**config.mk**
```make
export PLATFORM = sky130hd
export DESIGN_NAME = pulse_interval_timer
export DESIGN_NICKNAME = d
export VERILOG_FILES = /design/src/rtl/pit_pkg.sv /design/src/rtl/pit_rst_sync.sv /design/src/rtl/pit_tick_sel.sv /design/src/rtl/pit_in_cond.sv /design/src/rtl/pit_core.sv /design/src/rtl/pulse_interval_timer.sv
export SDC_FILE = /design/constraint.sdc
export NUM_CORES = 1
export LEC_CHECK = 0
export BUFFER_PORTS_ARGS = -buffer_cell sky130_fd_sc_hd__buf_2
export CAP_MARGIN = 0
export CELL_PAD_IN_SITES_DETAIL_PLACEMENT = 0
export CELL_PAD_IN_SITES_GLOBAL_PLACEMENT = 1
export CORE_ASPECT_RATIO = 1.75
export CORE_MARGIN = 8
export CORE_UTILIZATION = 47
export CTS_CLUSTER_SIZE = 8
export DETAILED_ROUTE_END_ITERATION = 10
export GPL_ROUTABILITY_DRIVEN = 0
export PLACE_DENSITY = 0.87
export SYNTH_ARGS = -nofsm -noshare
export SYNTH_HDL_FRONTEND = slang
export SYNTH_SLANG_ARGS = --single-unit
```
**constraint.sdc**
```tcl
create_clock -name clk -period 2.5 [get_ports clk]
set_input_delay 0.25 -clock clk [delete_from_list [all_inputs] [get_ports clk]]
set_output_delay 0.25 -clock clk [all_outputs]
set_load 0.1 [all_outputs]
```
**src/rtl/pit_pkg.sv**
```systemverilog
package pit_pkg;

  typedef enum logic [1:0] {
    EDGE_FALL = 2'b00,
    EDGE_RISE = 2'b01,
    EDGE_BOTH = 2'b10,
    EDGE_NONE = 2'b11
  } edge_mode_e;

  typedef enum logic [1:0] {
    ST_IDLE  = 2'b00,
    ST_ARMED = 2'b01,
    ST_RUN   = 2'b10
  } run_state_e;

  localparam logic [2:0] TRIG_EDGE_START = 3'b001;

endpackage

```
**src/rtl/pit_rst_sync.sv**
```systemverilog
module pit_rst_sync #(
  parameter int STAGES = 2
) (
  input  logic clk,
  input  logic rst_n_async,
  output logic rst_n_sync
);

  logic [STAGES-1:0] chain_q;
  logic [STAGES-1:0] chain_d;

  always_comb begin
    chain_d = {chain_q[STAGES-2:0], 1'b1};
  end

  always_ff @(posedge clk or negedge rst_n_async) begin
    if (!rst_n_async) chain_q <= '0;
    else              chain_q <= chain_d;
  end

  assign rst_n_sync = chain_q[STAGES-1];

endmodule

```
**src/rtl/pit_tick_sel.sv**
```systemverilog
module pit_tick_sel #(
  parameter int NUM_SRC = 4,
  localparam int SEL_W  = (NUM_SRC > 1) ? $clog2(NUM_SRC) : 1
) (
  input  logic [NUM_SRC-1:0] src_en,
  input  logic [SEL_W-1:0]   sel,
  output logic               tick
);

  always_comb begin
    tick = 1'b0;
    for (int i = 0; i < NUM_SRC; i++) begin
      if (sel == SEL_W'(i)) tick = src_en[i];
    end
  end

endmodule

```
**src/rtl/pit_in_cond.sv**
```systemverilog
module pit_in_cond
  import pit_pkg::*;
#(
  parameter int SYNC_STAGES = 2,
  parameter int FILT_LEN    = 3,
  localparam int HIST_W     = FILT_LEN - 1
) (
  input  logic       clk,
  input  logic       rst_n,
  input  logic       pin,
  input  logic       filt_en,
  input  edge_mode_e edge_mode,
  output logic       edge_hit
);

  logic [SYNC_STAGES-1:0] sync_q, sync_d;
  logic [HIST_W-1:0]      hist_q, hist_d;
  logic                   filt_q, filt_d;
  logic                   lvl_q, lvl_d;
  logic                   sync_lvl;
  logic                   all_same;
  logic                   rise, fall;

  assign sync_lvl = sync_q[SYNC_STAGES-1];
  assign all_same = (&{hist_q, sync_lvl}) | ~(|{hist_q, sync_lvl});

  always_comb begin
    sync_d = {sync_q[SYNC_STAGES-2:0], pin};
    hist_d = HIST_W'({hist_q, sync_lvl});
    filt_d = all_same ? sync_lvl : filt_q;
    lvl_d  = filt_en ? filt_q : sync_lvl;
  end

  always_ff @(posedge clk or negedge rst_n) begin
    if (!rst_n) begin
      sync_q <= '0;
      hist_q <= '0;
      filt_q <= 1'b0;
      lvl_q  <= 1'b0;
    end else begin
      sync_q <= sync_d;
      hist_q <= hist_d;
      filt_q <= filt_d;
      lvl_q  <= lvl_d;
    end
  end

  assign rise = lvl_d & ~lvl_q;
  assign fall = ~lvl_d & lvl_q;

  always_comb begin
    unique case (edge_mode)
      EDGE_FALL: edge_hit = fall;
      EDGE_RISE: edge_hit = rise;
      EDGE_BOTH: edge_hit = rise | fall;
      default:   edge_hit = 1'b0;
    endcase
  end

endmodule

```
**src/rtl/pit_core.sv**
```systemverilog
module pit_core
  import pit_pkg::*;
#(
  parameter int CNT_W = 16
) (
  input  logic             clk,
  input  logic             rst_n,
  input  logic             tick,
  input  logic             edge_hit,
  input  logic             sw_start,
  input  logic             sw_stop,
  input  logic [2:0]       trig_sel,
  output logic [CNT_W-1:0] count,
  output logic [CNT_W-1:0] cap,
  output logic             ovf,
  output logic             irq,
  output logic             running
);

  localparam logic [CNT_W-1:0] CNT_MAX = '1;

  run_state_e       state_q, state_d;
  logic [CNT_W-1:0] cnt_q, cnt_d;
  logic [CNT_W-1:0] cap_q, cap_d;
  logic             wrap_q, wrap_d;
  logic             ovf_q, ovf_d;
  logic             irq_q, irq_d;
  logic             do_capture;

  always_comb begin
    state_d    = state_q;
    cnt_d      = cnt_q;
    wrap_d     = wrap_q;
    do_capture = 1'b0;
    unique case (state_q)
      ST_IDLE: begin
        if (sw_start && !sw_stop) begin
          cnt_d   = '0;
          wrap_d  = 1'b0;
          state_d = (trig_sel == TRIG_EDGE_START) ? ST_ARMED : ST_RUN;
        end
      end
      ST_ARMED: begin
        if (sw_stop) begin
          state_d = ST_IDLE;
        end else if (edge_hit) begin
          state_d = ST_RUN;
          cnt_d   = '0;
          wrap_d  = 1'b0;
        end
      end
      ST_RUN: begin
        if (sw_stop) begin
          state_d = ST_IDLE;
        end else if (edge_hit || sw_start) begin
          do_capture = 1'b1;
        end else if (tick) begin
          cnt_d = cnt_q + 1'b1;
          if (cnt_q == CNT_MAX) wrap_d = 1'b1;
        end
      end
      default: state_d = ST_IDLE;
    endcase

    cap_d = cap_q;
    ovf_d = ovf_q;
    irq_d = 1'b0;
    if (do_capture) begin
      cap_d  = cnt_q;
      ovf_d  = wrap_q;
      cnt_d  = '0;
      wrap_d = 1'b0;
      irq_d  = 1'b1;
    end
  end

  always_ff @(posedge clk or negedge rst_n) begin
    if (!rst_n) begin
      state_q <= ST_IDLE;
      cnt_q   <= '0;
      wrap_q  <= 1'b0;
      cap_q   <= '0;
      ovf_q   <= 1'b0;
      irq_q   <= 1'b0;
    end else begin
      state_q <= state_d;
      cnt_q   <= cnt_d;
      wrap_q  <= wrap_d;
      cap_q   <= cap_d;
      ovf_q   <= ovf_d;
      irq_q   <= irq_d;
    end
  end

  assign count   = cnt_q;
  assign cap     = cap_q;
  assign ovf     = ovf_q;
  assign irq     = irq_q;
  assign running = (state_q == ST_RUN);

endmodule

```
**src/rtl/pulse_interval_timer.sv**
```systemverilog
module pulse_interval_timer
  import pit_pkg::*;
#(
  parameter int CNT_W       = 16,
  parameter int NUM_SRC     = 4,
  parameter int SYNC_STAGES = 2,
  parameter int FILT_LEN    = 3,
  parameter int RST_STAGES  = 2,
  localparam int SEL_W      = (NUM_SRC > 1) ? $clog2(NUM_SRC) : 1
) (
  input  logic               clk,
  input  logic               rst_n,
  input  logic [NUM_SRC-1:0] tick_src,
  input  logic [SEL_W-1:0]   clk_sel,
  input  logic [2:0]         trig_sel,
  input  logic [1:0]         edge_sel,
  input  logic               filt_en,
  input  logic               cap_in,
  input  logic               sw_start,
  input  logic               sw_stop,
  output logic [CNT_W-1:0]   cap_val,
  output logic               ovf_flag,
  output logic               irq,
  output logic               running
);

  logic             rst_ns;
  logic             tick_w;
  logic             edge_w;
  logic [CNT_W-1:0] count_w;

  pit_rst_sync #(.STAGES(RST_STAGES)) u_rst (
    .clk         (clk),
    .rst_n_async (rst_n),
    .rst_n_sync  (rst_ns)
  );

  pit_tick_sel #(.NUM_SRC(NUM_SRC)) u_tick (
    .src_en (tick_src),
    .sel    (clk_sel),
    .tick   (tick_w)
  );

  pit_in_cond #(.SYNC_STAGES(SYNC_STAGES), .FILT_LEN(FILT_LEN)) u_in (
    .clk       (clk),
    .rst_n     (rst_ns),
    .pin       (cap_in),
    .filt_en   (filt_en),
    .edge_mode (edge_mode_e'(edge_sel)),
    .edge_hit  (edge_w)
  );

  pit_core #(.CNT_W(CNT_W)) u_core (
    .clk      (clk),
    .rst_n    (rst_ns),
    .tick     (tick_w),
    .edge_hit (edge_w),
    .sw_start (sw_start),
    .sw_stop  (sw_stop),
    .trig_sel (trig_sel),
    .count    (count_w),
    .cap      (cap_val),
    .ovf      (ovf_flag),
    .irq      (irq),
    .running  (running)
  );

endmodule

```
# Word level (Yosys, flattened, before mapping)
# Cells that the tools add are included.
[totals]
elab_cells = 83
reg_bits = 45
output_inout_bits = 19
inputBits = 17
[op_classes]
n_addsub = 1
bitwise = 7
n_reduce_logical = 12
n_mux = 33
n_eq_ne = 19
[op_table]
columns = ["operator", "n"]
rows = [
  ["16-bit 2-to-1 mux", 7],
  ["16-bit one-hot mux with 3 select lines", 1],
  ["1-bit 2-to-1 mux", 17],
  ["16-bit by 1-bit adder with 16-bit output, second input constant", 1],
  ["16-bit equality test, second input constant", 1],
  ["3-bit by 1-bit inequality test with 1-bit output, second input constant", 4],
  ["3-bit by 2-bit inequality test with 1-bit output, second input constant", 4],
  ["2-bit 2-to-1 mux", 5],
  ["2-bit equality test, second input constant", 4],
  ["8-bit AND reduction", 1],
  ["7-bit AND reduction", 1],
  ["2-bit by 1-bit equality test with 1-bit output, second input constant", 3],
  ["2-bit zero test", 3],
  ["1-bit one-hot mux with 3 select lines", 2],
  ["2-bit one-hot mux with 3 select lines", 1],
  ["3-bit AND reduction", 2],
  ["4-bit nonzero test", 1],
  ["3-bit by 1-bit equality test with 1-bit output, second input constant", 1],
  ["1-bit NOT", 3],
  ["3-bit OR reduction", 1],
  ["1-bit AND", 2],
  ["2-bit by 1-bit inequality test with 1-bit output, second input constant", 1],
  ["2-bit inequality test, second input constant", 1],
  ["1-bit bitwise OR", 2],
  ["other kinds (3)", 3],
]

# Depth between registers and ports, before layout
[depth]
depth_word = 11
ltp_mapped = 10
mapped_depth_nobuf = 9

# Hierarchy
# From an unflattened synthesis, not the netlist that was laid out.
[hier_totals]
cells_unflattened = 187
hier_area_um2 = 2127.0
[modules_own_cells]
columns = ["mod", "seq_area_each_um2", "n_inst", "area_per_inst_um2", "cells_each"]
rows = [
  ["pit_core", 925.9, 1, 1811.7, 163],
  ["pit_in_cond", 150.1, 1, 239.0, 20],
  ["pit_rst_sync", 50.0, 1, 53.8, 3],
  ["pit_tick_sel", 0.0, 1, 22.5, 1],
]

# Worst setup path before layout
# OpenSTA, ideal clock, no wires.
[synth_timing]
kind = "flip-flop to flip-flop"
start = "register u_core.state_q[1]"
end = "register u_core.cap_q[0], in the netlist u_core.cap[0]"
path_buffers = 3
synth_period_minus_slack_ns = 2.467
setup_time_ns = 0.128
required_time_ns = 2.372
slack_ns = 0.033
stages_incl_launch_ff = 8
t_arrival_ns = 2.339
cell_sequence = "dfrtp_1 clkbuf_1 nand2_1 inv_1 and3_1 buf_2 buf_2 mux2_1"
[synth_via]
elab_chain_len = 2
[synth_lines]
columns = ["element", "line_no", "text"]
rows = [
  ["from (decl)", "pit_core.sv:22", "run_state_e state_q, state_d;"],
  ["from (signal assigned)", "pit_core.sv:86", "state_q <= state_d;"],
  ["2-bit equality test", "n/a", ""],
  ["named net running", "pulse_interval_timer.sv:24", "output logic running"],
  ["1-bit 2-to-1 mux", "pit_core.sv:35", "unique case (state_q)"],
  ["named net u_core.do_capture", "pit_core.sv:28", "logic do_capture;"],
  ["to (signal assigned)", "pit_core.sv:89", "cap_q <= cap_d;"],
  ["to (decl)", "pit_core.sv:24", "logic [CNT_W-1:0] cap_q, cap_d;"],
]
# The timed path passes the listed nets, and every way through them passes these cells.
# A chain may end at the register's enable or synchronous reset.

# Worst setup path in the final report
[layout_timing]
start = "register u_in.sync_q[1]"
end = "register u_core.wrap_q"
[layout_via]
elab_chain_len = 11
elab_cells_between_ends = 20
cone_classes = "eq/ne (7); mux (6); bitwise (4); reduce/logical (3)"
[layout_lines]
columns = ["element", "line_no", "text"]
rows = [
  ["from (decl)", "pit_in_cond.sv:16", "logic [SYNC_STAGES-1:0] sync_q, sync_d;"],
  ["from (signal assigned)", "pit_in_cond.sv:41", "sync_q <= sync_d;"],
  ["1-bit 2-to-1 mux (*)", "pit_in_cond.sv:31", "lvl_d = filt_en ? filt_q : sync_lvl;"],
  ["1-bit NOT", "pit_in_cond.sv:49", "assign fall = ~lvl_d & lvl_q;"],
  ["1-bit AND", "pit_in_cond.sv:49", ""],
  ["1-bit bitwise OR", "pit_in_cond.sv:55", "EDGE_BOTH: edge_hit = rise | fall;"],
  ["1-bit one-hot mux with 3 select lines (*)", "pit_in_cond.sv:52", "unique case (edge_mode)"],
  ["1-bit logical OR", "pit_core.sv:55", "end else if (edge_hit || sw_start) begin"],
  ["1-bit 2-to-1 mux", "pit_core.sv:55", ""],
  ["1-bit 2-to-1 mux", "pit_core.sv:53", "if (sw_stop) begin"],
  ["1-bit 2-to-1 mux", "pit_core.sv:35", ""],
  ["3-bit by 1-bit inequality test with 1-bit output (no source line), or another cell as far along", "n/a", ""],
  ["8-bit AND reduction (no source line)", "n/a", ""],
  ["to (signal assigned)", "pit_core.sv:88", "wrap_q <= wrap_d;"],
  ["to (decl)", "pit_core.sv:25", "logic wrap_q, wrap_d;"],
]
# Mark *: on every way between the ends. The rest lies on a longest branch, timed or not.

==> impl_metrics.csv <==
group,metric,value,unit
critical_path,arrival,2.67,ns
cts,clock_latency,0.31,ns
critical_path,crit_path_end_kind,"flop",
sta,holdWs,0.0413,ns
die,num_rows,33,
cells_and_area,drive_above_1_share,0.262,
sta,fin_ws,0.0529,ns
logic_synthesis,synth_area,2260,µm²
critical_path,max_stage_delay,0.49,ns
cells_and_area,fin_area,2760,µm²
die,core,4670,µm²
min_path,hp-start,"cap_in",
routing,ant_nets,0,
sta,worst_pin_slew,0.907,ns
sta,period_needed,2.45,ns
status,status,"finished clean",
pwr,ir_drop,0.000397,V
cells_and_area,area_growth_syn_to_layout,22.3,%
routing,drt-total-wl,5310,µm
sta,max_slew_margin,0.395,
global_routing,grt_overflow,0,
logic_synthesis,ys_warn_count,0,
cts,clock-sinks,45,
cells_and_area,nets,279,
routing,first_pass_iters,5,
sta,finalHoldViolCount,0,
cells_and_area,fill_cells,420,
routing,drt-initial-drc-count,58,
sta,clock_skew,0.00848,ns
critical_path,crit_path_start_kind,"flop",
cts,htreeDepth,2,
cells_and_area,final_common_cell,"dfrtp_1",
global_routing,antenna_found_initial,0,
die,initial_utilization,0.484,
sta,slew_viol_final,0,
logic_synthesis,ys_ff_latch,45,
die,die_h,108,µm
sta,period_share,0.979,
cts,path_clk_slew,0.09,ns
global_routing,grt_max_degree,44,
logic_synthesis,synth-main-ff-cell,"dfrtp_1",
logic_synthesis,synth_top_area_cell,"dfrtp_1",
min_path,hp-class,"primary input to flop",
logic_synthesis,syn_inst,207,
placement,dp_hpwl,3970,µm
logic_synthesis,postSynthAreaPerCell,10.9,µm²
pwr,p_leak,0.00132,µW
sta,rsz0062_at_grt,"yes",
logic_synthesis,yosysUniqueCellTypes,47,
sta,max_freq,0.409,GHz
routing,vias,1863,
logic_synthesis,ys_top_cells_by_area,"dfrtp_1, mux2_1, a21oi_1",
logic_synthesis,synth-async-reset-ratio,1.00,
global_routing,grt_pass1_vias,1944,
critical_path,worstSetupPathType,"flop to flop",
cts,cts_buffers,5,
routing,viasPerCell,5.97,
logic_synthesis,ys_seq_area_frac,0.499,
critical_path,path_max_fanout,11,
critical_path,rr_startpoint,"u_in.sync_q[1]$_DFF_PN0_",
cts,clockBufferDepth,2,
placement,place_ws,-0.137,ns
die,die_w,68.4,µm
flow_run,maxCapViolCount,0,
logic_synthesis,synth_edf_count,0,
die,dieArea,7370,µm²
cts,cts_tree,"yes",
critical_path,worst-r2r-cell-count,10,
logic_synthesis,synth_top_cell_area_share,0.499,
placement,placed_area,2590,µm²
die,pin_count,36,
cells_and_area,diodes,0,
critical_path,cp_slowest_cell,"or4_1",
min_path,hold_path_depth,1,
critical_path,r2r-end,"u_core.wrap_q$_DFFE_PN0P_",
routing,drc,0,
min_path,hold_end,"u_in.sync_q[0]$_DFF_PN0_",
global_routing,grt_pass1_wl,9040,µm
placement,numPortBuffers,35,
cells_and_area,final_cell_mix,"dfrtp_1, buf_2, mux2_1",
critical_path,rrSetupSlack,0.05,ns
logic_synthesis,syn_nets,227,
cts,clock-root-buffer,"clkbuf_8",
routing,wl_per_cell,17.0,µm
sta,finalSetupViolations,0,
pwr,p_per_area,599,nW/µm²
global_routing,grt_usage,0.158,
critical_path,crit_required,2.73,ns
critical_path,crit_chain,"inv_2 > o21a_1 > ha_1 > nand2b_4 > a21oi_1 > buf_4 > o21bai_1 > buf_4 > or4_1 > a21oi_1",
[cell type report]
class                      instances  area, µm²  area share
timing repair buffer              51        339       0.123
sequential                        45       1130       0.408
tap                               52       65.1      0.0236
inverter                          10       37.5      0.0136
clock buffer                       6       82.6      0.0299
multi-input combinational        146       1090       0.396
clock inverter                     2       16.3     0.00589
[sequential cells by signal (all words and copies together), names as in the netlist]
| register | cells |
|---|---|
| u_core.state_q | 2 |
| u_core.count | 16 |
| u_in.lvl_q | 1 |
| u_core.cap | 16 |
| u_core.irq | 1 |
| u_in.filt_q | 1 |
| u_core.wrap_q | 1 |
| u_core.ovf | 1 |
| u_in.hist_q | 2 |
| u_in.sync_q | 2 |
| u_rst.chain_q | 2 |
[routing by layer]
layer	share of wire	wire, µm	global-route usage	up-vias
met5	0	0	0	-
met4	0.039	205	0.0854	0
met3	0.034	178	0.0355	18
met2	0.53	2820	0.265	47
met1	0.40	2100	0.174	911
li1	-	-	-	887
[synth_stat cells, types with 2 or more instances]
| cell type | number |
|---|---|
| dfrtp_1 | 45 |
| mux2_1 | 17 |
| a21oi_1 | 12 |
| nand2_1 | 12 |
| inv_1 | 9 |
| nand3_1 | 8 |
| nor2_1 | 7 |
| or4_1 | 7 |
| a31oi_1 | 6 |
| nand2b_1 | 6 |
| o21ai_0 | 6 |
| o31ai_1 | 6 |
| a2111oi_0 | 5 |
| and3_1 | 4 |
| clkbuf_1 | 4 |
| o21ba_1 | 4 |
| and2_1 | 3 |
| ha_1 | 3 |
| nand4_1 | 3 |
| nor4_1 | 3 |
| o31a_1 | 3 |
| xnor2_1 | 3 |
| a21o_1 | 2 |
| buf_2 | 2 |
| nor3_1 | 2 |
| nor4b_1 | 2 |
| o21ai_1 | 2 |
| or3_1 | 2 |
[where the power goes]
part           internal, µW  total (µW)  leakage (µW)  switching (µW)
logic                   109         354      0.000672             245
registers               763         807      0.000602            43.8
clock network           228         493     0.0000478             265
total                  1100        1650       0.00132             554
[critical path: cells and delay by family (launching register included)]
| family | cells | cell delay [ns] |
|---|---|---|
| adders and majority gates | 1 | 0.27 |
| and+or+nand+nor | 2 | 0.63 |
| AOI/OAI and AO/OA | 4 | 0.70 |
| buffers and inverters | 3 | 0.40 |
| DFF | 1 | 0.36 |
[timing repair]
| action | 4_1_cts | 5_1_grt |
|---|---|---|
| endpoints found under the hold margin | 2 | 0 |
| buffers inserted | 2 | 1 |
| endpoints found under the setup margin | 7 | 11 |
| pin swaps | 6 | 1 |
| hold buffers | 1 | 0 |
| resized for setup | 2 | 4 |
[worst max path at each step]
stage,end,depth (start not counted),slack [ns],startpoint
finish,u_core.wrap_q$_DFFE_PN0P_,10,0.05,u_in.sync_q[1]$_DFF_PN0_
global route,u_core.count[13]$_DFFE_PN0P_,10,-0.03,u_in.sync_q[1]$_DFF_PN0_
CTS,u_core.count[13]$_DFFE_PN0P_,10,0.004,u_in.sync_q[1]$_DFF_PN0_
detailed placement,u_core.count[6]$_DFFE_PN0P_,9,-0.14,u_in.sync_q[1]$_DFF_PN0_
global placement,u_core.count[6]$_DFFE_PN0P_,9,-0.01,u_in.sync_q[1]$_DFF_PN0_
floorplan,u_core.cap[0]$_DFFE_PN0N_,7,0.03,u_core.state_q[1]$_DFFE_PN0P_
[metrics by stage]
step           cells  utilization  power (µW)  setup TNS [ns]
2_1_floorplan    207            -        1050               0
3_3_place_gp     300        0.555        1150         -0.0141
3_5_place_dp     300        0.555        1160          -0.283
4_1_cts          311        0.588        1660               0
5_1_grt          312        0.592        1730         -0.0800
6_report         312        0.592        1650               0
[logic make-up after synthesis]
family,Yosys count,synth area share
buffers and inverters,16,0.0277
AO/OA/AOI/OAI,56,0.180
other,1,0.00166
XOR/XNOR,3,0.0116
adder cells (fa/ha/maj),3,0.0166
flip-flops,45,0.499
multiplexers,18,0.0947
AND/OR/NAND/NOR,65,0.170
(Power assumes the default switching activity.)
